## src/rtl/smbhs_pkg.sv

```systemverilog
package smbhs_pkg;
  localparam int unsigned REG_W = 8;

  // status bit positions
  localparam int unsigned SB_BYTE   = 7;
  localparam int unsigned SB_FAIL   = 4;
  localparam int unsigned SB_BUSERR = 3;
  localparam int unsigned SB_DEVERR = 2;
  localparam int unsigned SB_DONE   = 1;
  localparam int unsigned SB_BUSY   = 0;

  // control bit positions
  localparam int unsigned CB_IEN   = 0;
  localparam int unsigned CB_KILL  = 1;
  localparam int unsigned CB_START = 6;

  typedef struct packed {
    logic byte_done;
    logic failed;
    logic bus_err;
    logic dev_err;
    logic done;
  } flags_t;

  // clear every flag whose bit is written with one
  function automatic flags_t apply_w1c(flags_t f, logic [REG_W-1:0] wd);
    flags_t r;
    r.byte_done = f.byte_done & ~wd[SB_BYTE];
    r.failed    = f.failed    & ~wd[SB_FAIL];
    r.bus_err   = f.bus_err   & ~wd[SB_BUSERR];
    r.dev_err   = f.dev_err   & ~wd[SB_DEVERR];
    r.done      = f.done      & ~wd[SB_DONE];
    return r;
  endfunction

  function automatic logic [REG_W-1:0] pack_status(flags_t f, logic busy);
    logic [REG_W-1:0] s;
    s = '0;
    s[SB_BYTE]   = f.byte_done;
    s[SB_FAIL]   = f.failed;
    s[SB_BUSERR] = f.bus_err;
    s[SB_DEVERR] = f.dev_err;
    s[SB_DONE]   = f.done;
    s[SB_BUSY]   = busy;
    return s;
  endfunction

  function automatic logic [REG_W-1:0] pack_ctrl(logic ien, logic kill);
    logic [REG_W-1:0] c;
    c = '0;
    c[CB_IEN]  = ien;
    c[CB_KILL] = kill;
    return c;
  endfunction

  function automatic logic irq_of(flags_t f, logic ien);
    return ien & (f.done | f.failed | f.bus_err | f.dev_err);
  endfunction
endpackage

```

## src/rtl/hsc_ctrl.sv

```systemverilog
module hsc_ctrl (
  input  logic clk,
  input  logic rst,
  input  logic ctrl_wr,
  input  logic wr_ien,
  input  logic wr_kill,
  input  logic wr_start,
  input  logic eng_done,
  input  logic eng_byte_done,
  input  logic eng_nack,
  input  logic eng_arb_lost,
  output logic busy,
  output logic ien,
  output logic kill,
  output logic start_pulse,
  output logic abort_evt,
  output logic done_ok_evt,
  output logic nack_evt,
  output logic arb_evt,
  output logic byte_evt
);
  logic busy_q, ien_q, kill_q, start_q;
  logic kill_now, start_req, start_acc, end_evt;

  assign kill_now    = ctrl_wr ? wr_kill : kill_q;
  assign start_req   = ctrl_wr & wr_start;
  assign start_acc   = start_req & ~busy_q & ~kill_now;
  assign abort_evt   = busy_q & kill_now;
  assign nack_evt    = busy_q & ~abort_evt & eng_nack;
  assign arb_evt     = busy_q & ~abort_evt & eng_arb_lost;
  assign byte_evt    = busy_q & ~abort_evt & eng_byte_done;
  assign done_ok_evt = busy_q & ~abort_evt & eng_done & ~eng_nack & ~eng_arb_lost;
  assign end_evt     = abort_evt | nack_evt | arb_evt | (busy_q & eng_done);

  always_ff @(posedge clk) begin
    if (rst) begin
      busy_q  <= 1'b0;
      ien_q   <= 1'b0;
      kill_q  <= 1'b0;
      start_q <= 1'b0;
    end else begin
      start_q <= start_acc;
      if (ctrl_wr) begin
        ien_q  <= wr_ien;
        kill_q <= wr_kill;
      end
      if (start_acc)    busy_q <= 1'b1;
      else if (end_evt) busy_q <= 1'b0;
    end
  end

  assign busy        = busy_q;
  assign ien         = ien_q;
  assign kill        = kill_q;
  assign start_pulse = start_q;

  // accepted launch raises busy and pulses start
  p_launch_r4: assert property (@(posedge clk) disable iff (rst)
    start_acc |=> (busy_q && start_q));
  // launch while busy gives no start pulse
  p_launch_ignored_r5: assert property (@(posedge clk) disable iff (rst)
    (busy_q && start_req) |=> !start_q);
  // abort ends busy at once
  p_abort_drops_r6: assert property (@(posedge clk) disable iff (rst)
    abort_evt |=> !busy_q);
  // start pulse lasts one cycle
  p_start_single_r4: assert property (@(posedge clk) disable iff (rst)
    start_q |=> !start_q);
endmodule

```

## src/rtl/hsc_flags.sv

```systemverilog
module hsc_flags
  import smbhs_pkg::*;
(
  input  logic             clk,
  input  logic             rst,
  input  logic             sts_wr,
  input  logic [REG_W-1:0] wdata,
  input  logic             set_byte,
  input  logic             set_fail,
  input  logic             set_bus,
  input  logic             set_dev,
  input  logic             set_done,
  output flags_t           flags
);
  flags_t flags_q, cleared, set_v;

  always_comb begin
    cleared = sts_wr ? apply_w1c(flags_q, wdata) : flags_q;
    set_v.byte_done = set_byte;
    set_v.failed    = set_fail;
    set_v.bus_err   = set_bus;
    set_v.dev_err   = set_dev;
    set_v.done      = set_done;
  end

  always_ff @(posedge clk) begin
    if (rst) flags_q <= '0;
    else     flags_q <= cleared | set_v;
  end

  assign flags = flags_q;

  // complete stays set until written with one
  p_sticky_done_r11: assert property (@(posedge clk) disable iff (rst)
    (flags_q.done && !(sts_wr && wdata[SB_DONE])) |=> flags_q.done);
  // a clear without a concurrent set removes the flag
  p_w1c_done_r2: assert property (@(posedge clk) disable iff (rst)
    (sts_wr && wdata[SB_DONE] && !set_done) |=> !flags_q.done);
  // set wins over clear
  p_set_wins_r2: assert property (@(posedge clk) disable iff (rst)
    set_fail |=> flags_q.failed);
endmodule

```

## src/rtl/smbus_host_status.sv

```systemverilog
module smbus_host_status
  import smbhs_pkg::*;
#(
  parameter int unsigned DW = REG_W
) (
  input  logic          clk,
  input  logic          rst,
  input  logic          reg_wr,
  input  logic          reg_addr,
  input  logic [DW-1:0] reg_wdata,
  output logic [DW-1:0] reg_rdata,
  output logic          eng_start,
  output logic          eng_abort,
  input  logic          eng_done,
  input  logic          eng_byte_done,
  input  logic          eng_nack,
  input  logic          eng_arb_lost,
  output logic          irq
);
  localparam logic ADDR_STS  = 1'b0;
  localparam logic ADDR_CTRL = 1'b1;

  logic   sts_wr, ctrl_wr;
  logic   busy, ien, kill;
  logic   abort_evt, done_ok_evt, nack_evt, arb_evt, byte_evt;
  flags_t flags;

  assign sts_wr  = reg_wr & (reg_addr == ADDR_STS);
  assign ctrl_wr = reg_wr & (reg_addr == ADDR_CTRL);

  hsc_ctrl u_ctrl (
    .clk           (clk),
    .rst           (rst),
    .ctrl_wr       (ctrl_wr),
    .wr_ien        (reg_wdata[CB_IEN]),
    .wr_kill       (reg_wdata[CB_KILL]),
    .wr_start      (reg_wdata[CB_START]),
    .eng_done      (eng_done),
    .eng_byte_done (eng_byte_done),
    .eng_nack      (eng_nack),
    .eng_arb_lost  (eng_arb_lost),
    .busy          (busy),
    .ien           (ien),
    .kill          (kill),
    .start_pulse   (eng_start),
    .abort_evt     (abort_evt),
    .done_ok_evt   (done_ok_evt),
    .nack_evt      (nack_evt),
    .arb_evt       (arb_evt),
    .byte_evt      (byte_evt)
  );

  hsc_flags u_flags (
    .clk      (clk),
    .rst      (rst),
    .sts_wr   (sts_wr),
    .wdata    (reg_wdata),
    .set_byte (byte_evt),
    .set_fail (abort_evt),
    .set_bus  (arb_evt),
    .set_dev  (nack_evt),
    .set_done (done_ok_evt),
    .flags    (flags)
  );

  assign reg_rdata = (reg_addr == ADDR_STS) ? pack_status(flags, busy)
                                            : pack_ctrl(ien, kill);
  assign eng_abort = kill;
  assign irq       = irq_of(flags, ien);

  // abort records a forced termination and no completion
  p_abort_fail_r6: assert property (@(posedge clk) disable iff (rst)
    abort_evt |=> (flags.failed && !busy));
  // clean end sets complete
  p_done_ok_r7: assert property (@(posedge clk) disable iff (rst)
    done_ok_evt |=> (flags.done && !busy));
  // error ends busy and sets its flag
  p_nack_r8: assert property (@(posedge clk) disable iff (rst)
    nack_evt |=> (flags.dev_err && !busy));
  // status writes never raise busy
  p_busy_ro_r3: assert property (@(posedge clk) disable iff (rst)
    (!busy && sts_wr && !ctrl_wr) |=> !busy);
  // irq needs a pending flag
  p_irq_src_r12: assert property (@(posedge clk) disable iff (rst)
    irq |-> (flags.done || flags.failed || flags.bus_err || flags.dev_err));
  // reset clears state
  p_reset_r13: assert property (@(posedge clk)
    rst |=> (!busy && flags == '0 && !kill && !ien));
endmodule

```

## config.mk

```make
export PLATFORM = sky130hd
export DESIGN_NAME = smbus_host_status
export DESIGN_NICKNAME = d
export VERILOG_FILES = /design/src/rtl/smbhs_pkg.sv /design/src/rtl/hsc_ctrl.sv /design/src/rtl/hsc_flags.sv /design/src/rtl/smbus_host_status.sv
export SDC_FILE = /design/constraint.sdc
export NUM_CORES = 1
export LEC_CHECK = 0
export BUFFER_PORTS_ARGS = -buffer_cell sky130_fd_sc_hd__buf_2
export CAP_MARGIN = 15
export CORE_MARGIN = 2
export CORE_UTILIZATION = 35
export DETAILED_ROUTE_END_ITERATION = 6
export PLACE_DENSITY = 0.66
export SLEW_MARGIN = 30
export SYNTH_ARGS = -nofsm -noshare
export SYNTH_HDL_FRONTEND = slang
export SYNTH_SLANG_ARGS = --single-unit
export TNS_END_PERCENT = 10
```

## constraint.sdc

```tcl
create_clock -name clk -period 1 [get_ports clk]
set_input_delay 0.15 -clock clk [delete_from_list [all_inputs] [get_ports clk]]
set_output_delay 0.15 -clock clk [all_outputs]
set_load 0.03 [all_outputs]
```

==> metrics.json <==
{
  "final_layout_size_suffix_gt1_frac": {"value": 0.675},
  "most_common_library_cell_in_the_layout_ignoring_fill_and_taps": {"value": "sky130_fd_sc_hd__buf_2"},
  "mappedNetlistArea": {"value": 473, "unit": "sq um"},
  "timing.critical_path.fanout_max": {"value": 2},
  "die_height": {"value": 40.8, "unit": "um"},
  "worstReg2RegEnd": {"value": "u_flags.flags[4]"},
  "htreeDepth": {"value": 1},
  "hold_viol_final": {"value": 0},
  "worst_skew_pair.late_latency": {"value": 0.26, "unit": "ns"},
  "post_drt_wl_per_cell": {"value": 11.7, "unit": "um"},
  "regToRegStartpoint": {"value": "u_ctrl.busy"},
  "run_status": {"value": "finished with violations"},
  "core_area": {"value": 1280, "unit": "sq um"},
  "drc_errors": {"value": 0},
  "rows": {"value": 13},
  "via_count": {"value": 446},
  "syn2layout_area_growth": {"value": 50.3, "unit": "%"},
  "final_cell_mix": {"value": "sky130_fd_sc_hd__buf_2 (15), sky130_fd_sc_hd__buf_4 (8), sky130_fd_sc_hd__buf_6 (6)"},
  "worst_ir_drop_vdd": {"value": 0.588, "unit": "mV"},
  "cts_setup_buffers": {"value": 0},
  "clock_sink_count": {"value": 9},
  "tritoncts": {"value": "done"},
  "critPathKind": {"value": "flip-flop to output pin"},
  "hold_path_depth": {"value": 2},
  "postRouteAntennaNets": {"value": 0},
  "routed_via_density": {"value": 4.85},
  "path_buf_inv": {"value": 1},
  "postRouteWirelength": {"value": 1.08, "unit": "mm"},
  "synth_top_area_frac": {"value": 0.381},
  "critical_path.endpoint_type": {"value": "output pin"},
  "clk_transition_reported_paths": {"value": 0.06, "unit": "ns"},
  "cts_root_buf": {"value": "sky130_fd_sc_hd__clkbuf_4"},
  "ioPinCount": {"value": 27},
  "critical_path.slowest_cell": {"value": "sky130_fd_sc_hd__o41a_1"},
  "timing.final.crit_share": {"value": 1.29},
  "r2r_cells": {"value": 3},
  "worst-r2r-setup-slack": {"value": 0.05, "unit": "ns"},
  "grt_overflow_total": {"value": 0},
  "synth_seq_area_share": {"value": 0.381},
  "max_cap_violations": {"value": 0},
  "worst_setup_path_start_kind": {"value": "flip-flop"},
  "cp_slowest_stage_delay": {"value": 0.42, "unit": "ns"},
  "violations_in_the_final_reports": {"value": "negative setup slack"},
  "maxSlewViolCount": {"value": 0},
  "cts_hold_buffers": {"value": 0},
  "synth_area_leader_cell": {"value": "sky130_fd_sc_hd__dfxtp_1"},
  "port_bufs": {"value": 23},
  "hpwl": {"value": 848, "unit": "um"},
  "groute.usage.overall": {"value": 0.159},
  "fin_util": {"value": 0.553},
  "grt_start_max_net_pins": {"value": 8},
  "antennaDiodeCount": {"value": 0},
  "cellLeakagePower": {"value": 0.359, "unit": "nW"},
  "layout_min_cycle_time": {"value": 1.29, "unit": "ns"},
  "drt_pass1_iterations": {"value": 3},
  "power_per_cell_area": {"value": 1110, "unit": "nW/um^2"},
  "die_x": {"value": 40.8, "unit": "um"},
  "hold-path-endpoint": {"value": "u_flags.flags[4]"},
  "synthDistinctLibCells": {"value": 23},
  "cp_cell_sequence": {"value": "o41a_1, buf_6"},
  "timing.critical_path.arrival": {"value": 1.14, "unit": "ns"},
  "grt_first_pass_wirelength": {"value": 1.69, "unit": "mm"},
  "tritoncts.num_buffers": {"value": 3},
  "via_count_of_the_first_global_routing_pass": {"value": 414},
  "fmax": {"value": 0.776, "unit": "GHz"},
  "gp_routability_congestion": {"value": 0.758},
  "crit_required": {"value": 0.85, "unit": "ns"},
  "postSynthRegisterBits": {"value": 9},
  "critical-path-top-delay-family": {"value": "compound AO/OA/AOI/OAI gates"},
  "hold_class": {"value": "primary input to flip-flop"},
  "drc_marker_count_from_the_first_detailed_route_iteration": {"value": 4},
  "setup_viol_count_final": {"value": 7},
  "fin_worst_skew": {"value": 0.00655, "unit": "ns"},
  "grt_antenna_before_repair": {"value": 0},
  "whs": {"value": 0.110, "unit": "ns"},
  "syn-instance-count": {"value": 46},
  "synth.avg_cell_area": {"value": 10.3, "unit": "sq um"},
  "die-area": {"value": 1660, "unit": "sq um"},
  "unrepaired_setup_endpoints_after_global_routing": {"value": "yes"},
  "ys.warnings.count": {"value": 0},
  "setup_slack_after_layout": {"value": -0.289, "unit": "ns"},
  "yosys-top-cells-area": {"value": "sky130_fd_sc_hd__dfxtp_1 (38%), sky130_fd_sc_hd__a32o_2 (9.5%), sky130_fd_sc_hd__and2b_2 (9.3%), sky130_fd_sc_hd__mux2_2 (4.8%), sky130_fd_sc_hd__a211oi_4 (4.2%)"},
  "worst_hold_startpoint": {"value": "eng_byte_done"},
  "final_net_count": {"value": 94},
  "max_buffers_root_to_sink": {"value": 2},
  "floorplan.initialDensity": {"value": 0.368}
}
flip-flops by register name, summed over array words and instances, names as in the netlist:
name	flops
u_ctrl.kill	1
u_ctrl.start_pulse	1
u_ctrl.busy	1
u_ctrl.ien	1
u_flags.flags	5
report_power, final:
| group | total (mW) | switching (mW) | internal (mW) |
|---|---|---|---|
| registers | 0.373 | 0.00694 | 0.366 |
| logic | 0.130 | 0.0685 | 0.0612 |
| clock network | 0.289 | 0.135 | 0.154 |
metrics by stage:
step / setup TNS, ns / worst slack [ns] / cells / cell area [sq um] / total power [mW]
after global placement: -0.260 / -0.0510 / 88 / 631 / 0.502
after global routing: -1.32 / -0.325 / 92 / 711 / 0.831
after floorplan: 0 / 0.0118 / 47 / 478 / 0.452
final: -1.09 / -0.289 / 92 / 711 / 0.791
after detailed placement: -0.312 / -0.0677 / 88 / 631 / 0.503
after CTS: -1.10 / -0.289 / 92 / 703 / 0.794
repair_timing:
item | 4_1_cts | 5_1_grt
gates resized for setup | 17 | 1
pin swaps | 0 | 1
setup endpoints to repair | 13 | 13
cells in the mapped netlist:
cell and count:
sky130_fd_sc_hd__nor2_1 1, sky130_fd_sc_hd__and3_4 1, sky130_fd_sc_hd__nor3b_1 1, sky130_fd_sc_hd__a32o_2 4, sky130_fd_sc_hd__and2b_2 5, sky130_fd_sc_hd__a21boi_0 1
sky130_fd_sc_hd__buf_6 1, sky130_fd_sc_hd__nor4_2 1, sky130_fd_sc_hd__buf_4 2, sky130_fd_sc_hd__mux2_2 2, sky130_fd_sc_hd__inv_1 1, sky130_fd_sc_hd__nand2_1 5
sky130_fd_sc_hd__nand2_2 1, sky130_fd_sc_hd__nor3_1 1, sky130_fd_sc_hd__nand3_1 1, sky130_fd_sc_hd__conb_1 1, sky130_fd_sc_hd__dfxtp_1 9, sky130_fd_sc_hd__a21o_1 1
sky130_fd_sc_hd__o41a_1 1, sky130_fd_sc_hd__a211oi_4 1, sky130_fd_sc_hd__nand2b_1 2, sky130_fd_sc_hd__o2bb2ai_1 1, sky130_fd_sc_hd__a21oi_1 2
cells by family (layout without fill, tap and decap cells):
group | count (synthesis) | after routing | synth area share
other | 1 | 2 | 0.00793
buffers and inverters | 4 | 34 | 0.0635
and+or+nand+nor | 19 | 19 | 0.267
AOI/OAI and AO/OA | 11 | 11 | 0.233
DFF | 9 | 9 | 0.381
muxes | 2 | 2 | 0.0476
layer usage:
layer	up-vias	GRT usage	part of all wire
li1	227	-	-
met1	200	0.188	0.45
met2	15	0.258	0.47
met3	4	0.0326	0.064
met4	0	0.100	0.018
met5	-	0	0
worst max-delay path by stage:
stage	to	slack, ns	cells past startpoint	from
global route	irq	-0.33	2	u_flags.flags[2]
floorplan	irq	0.01	1	u_flags.flags[2]
detailed placement	u_flags.flags[4]	-0.07	4	reg_addr
finish	irq	-0.29	2	u_flags.flags[2]
global placement	u_flags.flags[2]	-0.05	4	reg_addr
CTS	irq	-0.29	2	u_flags.flags[2]
worst reg2reg max path, stage by stage, from the launching register on:
cell and delay (ns):
sky130_fd_sc_hd__dfxtp_2 0.37, sky130_fd_sc_hd__nand2b_4 0.07, sky130_fd_sc_hd__a211oi_4 0.28, sky130_fd_sc_hd__a32o_2 0.17
cell type report:
type | count | area [sq um]
Sequential cell | 9 | 185
Timing Repair Buffer | 29 | 203
Multi-Input combinational cell | 34 | 274
Clock buffer | 4 | 26.3
Tap cell | 15 | 18.8
Fill cell | 128 | 574
Inverter | 1 | 3.75
Note: power is estimated with default switching activity, not from simulation.
